==> src/rtl/asd_pkg.sv <==
package asd_pkg;

    typedef enum logic [1:0] {
        PH_IDLE     = 2'd0,
        PH_PERIODIC = 2'd1,
        PH_ASYNC    = 2'd2,
        PH_SLEEP    = 2'd3
    } phase_e;

    typedef struct packed {
        phase_e phase;
        logic   sleep_req;
        logic   restart_req;
    } fsm_state_t;

endpackage

==> src/rtl/asd_wake_timer.sv <==
module asd_wake_timer
    import asd_pkg::*;
#(
    parameter int UFRAME_LEN = 7500,
    parameter int GUARD      = 500,
    parameter int DLY_W      = 8
) (
    input  logic             clk,
    input  logic             rst_n,
    input  logic             uframe_start,
    input  phase_e           phase_q,
    input  logic [DLY_W-1:0] wake_dly,
    output logic             time_ok,
    output logic             wake_fire
);

    localparam int UF_W     = $clog2(UFRAME_LEN + 1);
    localparam int UF_LIMIT = UFRAME_LEN - GUARD;
    localparam logic [UF_W-1:0]  UF_MAX  = UF_W'(UFRAME_LEN - 1);
    localparam logic [UF_W-1:0]  UF_THR  = UF_W'(UF_LIMIT);
    localparam logic [DLY_W-1:0] SLP_MAX = {DLY_W{1'b1}};

    typedef struct packed {
        logic [UF_W-1:0]  uf_cnt;
        logic [DLY_W-1:0] slp_cnt;
    } tmr_t;

    tmr_t tmr_d, tmr_q;
    logic in_sleep;

    assign in_sleep = (phase_q == PH_SLEEP);

    always_comb begin
        tmr_d = tmr_q;

        // Micro-frame position counter, saturating at the frame length.
        if (uframe_start) begin
            tmr_d.uf_cnt = '0;
        end else if (tmr_q.uf_cnt < UF_MAX) begin
            tmr_d.uf_cnt = tmr_q.uf_cnt + 1'b1;
        end

        // Sleep duration counter, cleared whenever not sleeping.
        if (!in_sleep) begin
            tmr_d.slp_cnt = '0;
        end else if (tmr_q.slp_cnt != SLP_MAX) begin
            tmr_d.slp_cnt = tmr_q.slp_cnt + 1'b1;
        end
    end

    assign time_ok   = (tmr_q.uf_cnt < UF_THR);
    assign wake_fire = in_sleep && (tmr_q.slp_cnt >= wake_dly) && time_ok;

    always_ff @(posedge clk) begin
        if (!rst_n) begin
            tmr_q <= '0;
        end else begin
            tmr_q <= tmr_d;
        end
    end

endmodule

==> src/rtl/asd_phase_fsm.sv <==
module asd_phase_fsm
    import asd_pkg::*;
(
    input  logic   clk,
    input  logic   rst_n,
    input  logic   uframe_start,
    input  logic   periodic_done,
    input  logic   per_en,
    input  logic   async_en,
    input  logic   qh_fetch,
    input  logic   qh_head,
    input  logic   txn_exec,
    input  logic   recl_q,
    input  logic   wake_fire,
    output phase_e phase_q,
    output logic   start_evt,
    output logic   sleep_req,
    output logic   restart_req
);

    fsm_state_t st_d, st_q;
    logic       head_seen;
    logic       empty_evt;

    assign head_seen = qh_fetch && qh_head;
    assign empty_evt = async_en && (st_q.phase == PH_ASYNC) && head_seen
                       && !recl_q && !txn_exec;

    always_comb begin
        st_d             = st_q;
        st_d.sleep_req   = 1'b0;
        st_d.restart_req = 1'b0;
        start_evt        = 1'b0;

        if (uframe_start) begin
            // A new micro-frame always ends idling or sleep.
            if (per_en) begin
                st_d.phase = PH_PERIODIC;
            end else if (async_en) begin
                st_d.phase = PH_ASYNC;
                start_evt  = 1'b1;
            end else begin
                st_d.phase = PH_IDLE;
            end
        end else begin
            unique case (st_q.phase)
                PH_PERIODIC: begin
                    if (periodic_done || !per_en) begin
                        if (async_en) begin
                            st_d.phase = PH_ASYNC;
                            start_evt  = 1'b1;
                        end else begin
                            st_d.phase = PH_IDLE;
                        end
                    end
                end
                PH_ASYNC: begin
                    if (!async_en) begin
                        st_d.phase = PH_IDLE;
                    end else if (empty_evt) begin
                        st_d.phase     = PH_SLEEP;
                        st_d.sleep_req = 1'b1;
                    end
                end
                PH_SLEEP: begin
                    if (!async_en) begin
                        st_d.phase = PH_IDLE;
                    end else if (wake_fire) begin
                        st_d.phase       = PH_ASYNC;
                        st_d.restart_req = 1'b1;
                        start_evt        = 1'b1;
                    end
                end
                default: begin
                    st_d.phase = PH_IDLE;
                end
            endcase
        end
    end

    always_ff @(posedge clk) begin
        if (!rst_n) begin
            st_q.phase       <= PH_IDLE;
            st_q.sleep_req   <= 1'b0;
            st_q.restart_req <= 1'b0;
        end else begin
            st_q <= st_d;
        end
    end

    assign phase_q     = st_q.phase;
    assign sleep_req   = st_q.sleep_req;
    assign restart_req = st_q.restart_req;

endmodule

==> src/rtl/asd_recl_flag.sv <==
module asd_recl_flag
    import asd_pkg::*;
#(
    parameter bit CLR_IN_PERIODIC = 1'b0
) (
    input  logic   clk,
    input  logic   rst_n,
    input  logic   async_en,
    input  phase_e phase_q,
    input  logic   start_evt,
    input  logic   txn_exec,
    input  logic   qh_fetch,
    input  logic   qh_head,
    output logic   recl_q
);

    logic recl_d;
    logic set_hit;
    logic head_clr;
    logic per_clr;

    generate
        if (CLR_IN_PERIODIC) begin : g_per_clr
            assign per_clr = (phase_q == PH_PERIODIC);
        end else begin : g_no_per_clr
            assign per_clr = 1'b0;
        end
    endgenerate

    assign set_hit  = start_evt || (txn_exec && (phase_q == PH_ASYNC));
    assign head_clr = qh_fetch && qh_head && (phase_q == PH_ASYNC);

    always_comb begin
        recl_d = recl_q;
        if (!async_en) begin
            recl_d = 1'b0;
        end else if (set_hit) begin
            recl_d = 1'b1;           // progress wins over a same-cycle clear
        end else if (head_clr || per_clr) begin
            recl_d = 1'b0;
        end
    end

    always_ff @(posedge clk) begin
        if (!rst_n) begin
            recl_q <= 1'b0;
        end else begin
            recl_q <= recl_d;
        end
    end

endmodule

==> src/rtl/async_sched_idle_ctl.sv <==
module async_sched_idle_ctl
    import asd_pkg::*;
#(
    parameter int UFRAME_LEN      = 7500,
    parameter int GUARD           = 500,
    parameter int DLY_W           = 8,
    parameter bit CLR_IN_PERIODIC = 1'b0
) (
    input  logic             clk,
    input  logic             rst_n,
    input  logic             per_en,
    input  logic             async_en,
    input  logic             uframe_start,
    input  logic             periodic_done,
    input  logic             qh_fetch,
    input  logic             qh_head,
    input  logic             txn_exec,
    input  logic [DLY_W-1:0] wake_dly,
    output logic             recl_flag,
    output logic             sleep_req,
    output logic             restart_req,
    output logic             asleep
);

    phase_e phase_q;
    logic   start_evt;
    logic   wake_fire;
    logic   time_ok;
    logic   recl_q;

    asd_phase_fsm u_fsm (
        .clk           (clk),
        .rst_n         (rst_n),
        .uframe_start  (uframe_start),
        .periodic_done (periodic_done),
        .per_en        (per_en),
        .async_en      (async_en),
        .qh_fetch      (qh_fetch),
        .qh_head       (qh_head),
        .txn_exec      (txn_exec),
        .recl_q        (recl_q),
        .wake_fire     (wake_fire),
        .phase_q       (phase_q),
        .start_evt     (start_evt),
        .sleep_req     (sleep_req),
        .restart_req   (restart_req)
    );

    asd_recl_flag #(
        .CLR_IN_PERIODIC (CLR_IN_PERIODIC)
    ) u_recl (
        .clk       (clk),
        .rst_n     (rst_n),
        .async_en  (async_en),
        .phase_q   (phase_q),
        .start_evt (start_evt),
        .txn_exec  (txn_exec),
        .qh_fetch  (qh_fetch),
        .qh_head   (qh_head),
        .recl_q    (recl_q)
    );

    asd_wake_timer #(
        .UFRAME_LEN (UFRAME_LEN),
        .GUARD      (GUARD),
        .DLY_W      (DLY_W)
    ) u_tmr (
        .clk          (clk),
        .rst_n        (rst_n),
        .uframe_start (uframe_start),
        .phase_q      (phase_q),
        .wake_dly     (wake_dly),
        .time_ok      (time_ok),
        .wake_fire    (wake_fire)
    );

    assign recl_flag = recl_q;
    assign asleep    = (phase_q == PH_SLEEP);

endmodule

==> config.mk <==
export PLATFORM = sky130hd
export DESIGN_NAME = async_sched_idle_ctl
export DESIGN_NICKNAME = d
export VERILOG_FILES = /design/src/rtl/asd_pkg.sv /design/src/rtl/asd_wake_timer.sv /design/src/rtl/asd_phase_fsm.sv /design/src/rtl/asd_recl_flag.sv /design/src/rtl/async_sched_idle_ctl.sv
export SDC_FILE = /design/constraint.sdc
export NUM_CORES = 1
export LEC_CHECK = 0
export ABC_CLOCK_PERIOD_IN_PS = 4600
export BUFFER_PORTS_ARGS = -buffer_cell sky130_fd_sc_hd__clkbuf_2
export CAP_MARGIN = 20
export CORE_AREA = 2 2 56 58
export DETAILED_ROUTE_END_ITERATION = 6
export DIE_AREA = 0 0 58 60
export GPL_ROUTABILITY_DRIVEN = 0
export PLACE_DENSITY = 0.88
export SLEW_MARGIN = 10
export SYNTH_ARGS = -nofsm -noshare
export SYNTH_HDL_FRONTEND = slang
export SYNTH_SLANG_ARGS = --single-unit
==> constraint.sdc <==
create_clock -name clk -period 4.6 [get_ports clk]
set_clock_uncertainty 0.2 [all_clocks]
set_input_delay 0.69 -clock clk [delete_from_list [all_inputs] [get_ports clk]]
set_output_delay 0.69 -clock clk [all_outputs]
set_load 0.01 [all_outputs]
* After elaboration in Yosys (flattened, before gate mapping) *
Index checks and enable logic that the tools add are counted.

storage, ports and cells
  bits in registers = 26
  latch bits = 0
  RAM bits = 0
  ROM bits = 0
  input bits = 17
  output and inout port bits = 4
  word-level logic and storage cells = 61
  memories kept = 0

operators by class
  add/subtract/negate cells = 2
  $mul = 0
  divide/modulo/power cells = 0
  magnitude comparators = 3
  equality and inequality tests = 7
  shift-type cells = 0
  mux-type cells = 18
  bitwise operators = 4
  reductions and logical operators = 21

operators by type and width
  kind                                                                    number
  13-bit less-than comparator (second input constant)                     2
  2-bit 2-to-1 mux                                                        7
  13-bit by 1-bit adder with 13-bit output (second input constant)        1
  1-bit logical AND                                                       9
  8-bit by 1-bit adder with 8-bit output (second input constant)          1
  8-bit greater-or-equal comparator                                       1
  1-bit 2-to-1 mux                                                        8
  8-bit != test (second input constant)                                   1
  2-bit one-hot mux with 3 select lines                                   1
  2-bit equality test (second input constant)                             2
  4-bit by 3-bit != test with 1-bit output (second input constant)        1
  4-bit != test (second input constant)                                   1
  1-bit NOT                                                               4
  2-bit AND reduction                                                     2
  4-bit OR reduction                                                      1
  1-bit logical NOT                                                       3
  3-bit 2-to-1 mux                                                        1
  3-bit by 2-bit != test with 1-bit output (second input constant)        1
  3-bit AND reduction                                                     1
  3-bit OR reduction                                                      1
  2-bit by 1-bit equality test with 1-bit output (second input constant)  1
  1-bit logical OR                                                        2
  1-bit one-hot mux with 2 select lines                                   1
  2-bit nonzero test                                                      1
  2-bit OR reduction                                                      1

* Logic depth before layout (Yosys ltp) *
  depth in word-level cells = 9
  depth in mapped cells = 6
  depth with buffers taken out = 6

* Cells and area by module *
From an unflattened synthesis, not the netlist that was laid out.

second synthesis, totals
  cells, all modules = 173
  area, all modules = 1514.0 um^2

modules (own cells, without submodules)
  module                instances  cells an instance  area an instance (um^2)  seq. area each (um^2)
  asd_wake_timer        1          141                1248.7                   420.4
  asd_phase_fsm         1          24                 207.7                    80.1
  asd_recl_flag         1          7                  51.3                     20.0
  async_sched_idle_ctl  1          1                  6.3                      0.0

* Least setup slack after synthesis *
Ideal clock, no wire load.

  path kind = input-to-reg
  from = input port wake_dly[1]
  to = register u_fsm.st_q, in the netlist u_fsm.phase_q[0]
  setup time = 0.122 ns
  data arrival time = 1.597 ns
  data required time = 4.278 ns
  setup slack = 2.681 ns
  stages on the path = 6
  buffers on the path = 0
  cell sequence = inv_1 > ha_1 > inv_1 > o21ai_0 > a31oi_1 > o311a_1

on the way
  longest elaborated chain between the ends = 5

RTL lines
  item                               line                        RTL
  from (decl)                        async_sched_idle_ctl.sv:18  input logic [DLY_W-1:0] wake_dly,
  8-bit greater-or-equal comparator  asd_wake_timer.sv:52        assign wake_fire = in_sleep && (tmr_q.slp_cnt >= wake_dly) && time_ok;
  1-bit logical AND (2 in a row)     asd_wake_timer.sv:52
  4-bit != test (no line)            -
  3-bit AND reduction (no line)      -
  to (signal assigned)               asd_phase_fsm.sv:87         st_q <= st_d;
  to (decl)                          asd_phase_fsm.sv:21         fsm_state_t st_d, st_q;

Every way passes these cells.
A chain may end at the register's enable or synchronous reset.

* Final worst setup path *
  from = register u_fsm.st_q, in the netlist u_fsm.phase_q[1]
  to = output port asleep

on the way
  longest elaborated chain between the ends = 1

RTL lines
  item                 line                        RTL
  2-bit equality test  async_sched_idle_ctl.sv:78  assign asleep = (phase_q == PH_SLEEP);
  to (decl)            async_sched_idle_ctl.sv:22  output logic asleep

Every way passes these cells.

==> results.json <==
{
  "status": "finished, final reports clean",
  "leakage_uw": 0.000689,
  "synth_seq_cells": 26,
  "crit_path_max_fanout": 6,
  "clk_pin_slew_worst_paths_ps": 150,
  "die-width_um": 58,
  "cts_setup_buffers": 0,
  "path_delay_family": "flip-flops",
  "antenna_cells": 0,
  "post-route-period-util_pct": 43.5,
  "hold_class": "flop to flop",
  "worstMarginPinSlew_ps": 815,
  "p_per_area_nw_per_um2": 218,
  "grt_use_met1_pct": 24.6,
  "grt_first_pass_wirelength_um": 5250,
  "grtUsageMet3_pct": 2.60,
  "fmax_mhz": 499,
  "ys.flop_type": "dfxtp_1",
  "crit_chain": "and2_1 -> clkbuf_2",
  "fin_nets": 242,
  "critPathLaunch": "u_fsm.phase_q[1]",
  "grt.busiest_layer": "met2",
  "synthDistinctLibCells": 44,
  "ir_drop_uv": 138,
  "grt_use_total_pct": 19.2,
  "area_growth_pct": 10.8,
  "dieArea_sq_um": 3480,
  "dp_slack_ps": 2520,
  "grt_pass1_vias": 1272,
  "syn_nets": 219,
  "setup-tns-final_ps": 0,
  "seq_area_frac_synth_pct": 33.1,
  "crit_path_top_delay_cell": "dfxtp_1",
  "rsz0062_at_grt": "no",
  "post_cts_resized": 0,
  "synth_edf_count": 0,
  "cts_tree": "done",
  "yosysWarnings": 0,
  "core.rowCount": 20,
  "drive_gt1_share_pct": 13.6,
  "setup_viol": 0,
  "cp-start-kind": "flop",
  "cp_slowest_stage_delay_ps": 440,
  "hp-start": "u_tmr.tmr_q[14]",
  "ctsHoldBuffers": 0,
  "syn_inst": 192,
  "portBuffers": 20,
  "h-tree-depth": 1,
  "synth_top_cells_by_area": "dfxtp_1 33%, ha_1 8.0%, nand2_1 5.0%, a21oi_1 4.1%, mux2i_1 3.8%",
  "timing.final.ws_setup_ps": 2600,
  "detail_route.vias_per_cell": 5.94,
  "async_flop_share_pct": 0,
  "yosys-top-cells-count": "26 x dfxtp_1, 21 x nand2_1, 16 x inv_1",
  "rr_startpoint": "u_tmr.tmr_q[12]",
  "crit_required_ps": 3710,
  "initial_core_util_pct": 54.2,
  "grt_max_degree": 15,
  "ant_nets": 0,
  "crit_buf_inv": 1,
  "wire_per_inst_um": 12.3,
  "dr_total_vias": 1467,
  "numCtsBuffers": 3,
  "synth_top_area_share_pct": 33.1,
  "crit_type": "flop to output port",
  "drt-pass1-iter-count": 4,
  "root_buffer": "clkbuf_4",
  "cp-end-kind": "output port",
  "cts.path.max_buffers": 2,
  "pin_count": 21,
  "place_hpwl_um": 2340,
  "yosysMostFrequentCell": "dfxtp_1",
  "maxCapViolations": 0,
  "drc": 0,
  "syn_area_sq_um": 1570,
  "hold_viol": 0,
  "wirelength_um": 3030,
  "clk_latency_ps": 330,
  "syn_area_per_cell_sq_um": 8.19,
  "finalCriticalPeriod_ps": 2000,
  "met2_usage_pct": 33.3,
  "report.final.slew_viol_count": 0,
  "relSlewSlack_pct": 45.6,
  "clock_sinks": 26,
  "drtIter0Drc": 83,
  "die_h_um": 60,
  "synth_top_area_cell": "dfxtp_1",
  "core_area_sq_um": 2900,
  "grt-ovfl-total": 0,
  "antenna_found_initial": 0,
  "cp.arrival_ps": 1110
}
-- registers in the layout, summed over array words and instances, names as in the netlist --
| signal | count |
|---|---|
| u_fsm.phase_q | 2 |
| u_fsm.restart_req | 1 |
| u_fsm.sleep_req | 1 |
| u_recl.recl_q | 1 |
| u_tmr.tmr_q | 21 |
-- power by group --
group	leakage [uW]	internal, uW	switching [uW]	total, uW
Clock	0.0000210	48.4	71.6	120
Combinational	0.000458	13.9	16.0	30.0
Sequential	0.000210	227	2.67	230
-- area by class of cell --
cell class              count  area, sq um
well taps                  33         41.3
inverters                  16         60.1
repair buffers             20          100
clock buffers               4         36.3
multi-input cells         148          985
flip-flops and latches     26          520
fillers                   274         1160
-- per-layer routing --
layer  up-vias  part of all wire (%)
met3         2                   2.1
met5         -                     0
li1        762                     -
met1       687                    51
met4         0                  0.69
met2        16                    46
-- per-stage QoR --
stage                     instances  total power, uW  area (sq um)  utilization [%]  hold WS, ps
final                           247              380          1740             60.0          328
after global routing            247              395          1740             60.0          358
after CTS                       247              380          1740             60.0          332
after detailed placement        243              265          1710             58.8          301
after global placement          243              264          1710             58.8          287
after floorplan                 192              253          1570                -          269
-- worst register-to-register path, cell delays in order, from the launching register on --
cell and delay (ps):
dfxtp_1 390, nor4_1 380, o21ai_1 270, a211oi_1 330, mux2i_1 210
-- cell usage in the layout, fill, tap and decap left out, types with 3 or more instances in the layout --
master | Yosys | routed
o21ai_0 | 12 | 12
inv_1 | 16 | 16
ha_1 | 10 | 10
nand2_1 | 21 | 21
dfxtp_1 | 26 | 26
nor2b_1 | 3 | 3
nor4_1 | 3 | 3
o31ai_1 | 3 | 3
nor3b_1 | 3 | 3
nand2b_1 | 6 | 6
nand3_1 | 6 | 6
clkbuf_4 | 0 | 3
mux2i_1 | 6 | 6
nor2_1 | 11 | 11
clkbuf_2 | 0 | 20
a211oi_1 | 4 | 4
o2111ai_1 | 3 | 3
a21oi_1 | 13 | 13
nor3_1 | 6 | 6
nand4_1 | 4 | 4
-- final timing paths --
| path | end | slack, ps | cells past startpoint |
|---|---|---|---|
| setup / recovery | asleep | 2600 | 2 |
| hold / removal | u_tmr.tmr_q[14] | 330 | 2 |
| setup reg to reg | u_tmr.tmr_q[13] | 2760 | 4 |
| hold reg to reg | u_tmr.tmr_q[14] | 330 | 2 |
-- cells by family (layout without fill, tap and decap cells) --
group,count (synthesis),in the layout,share of synthesized area [%]
AOI/OAI and AO/OA,53,53,22.8
xor gates and xnor gates,4,4,2.23
adders and majority gates,10,10,7.96
buffers and inverters,18,40,4.30
DFF,26,26,33.1
muxes,6,6,3.82
and+or+nand+nor,75,75,25.9
No activity file was read; power rests on OpenSTA's default activity.
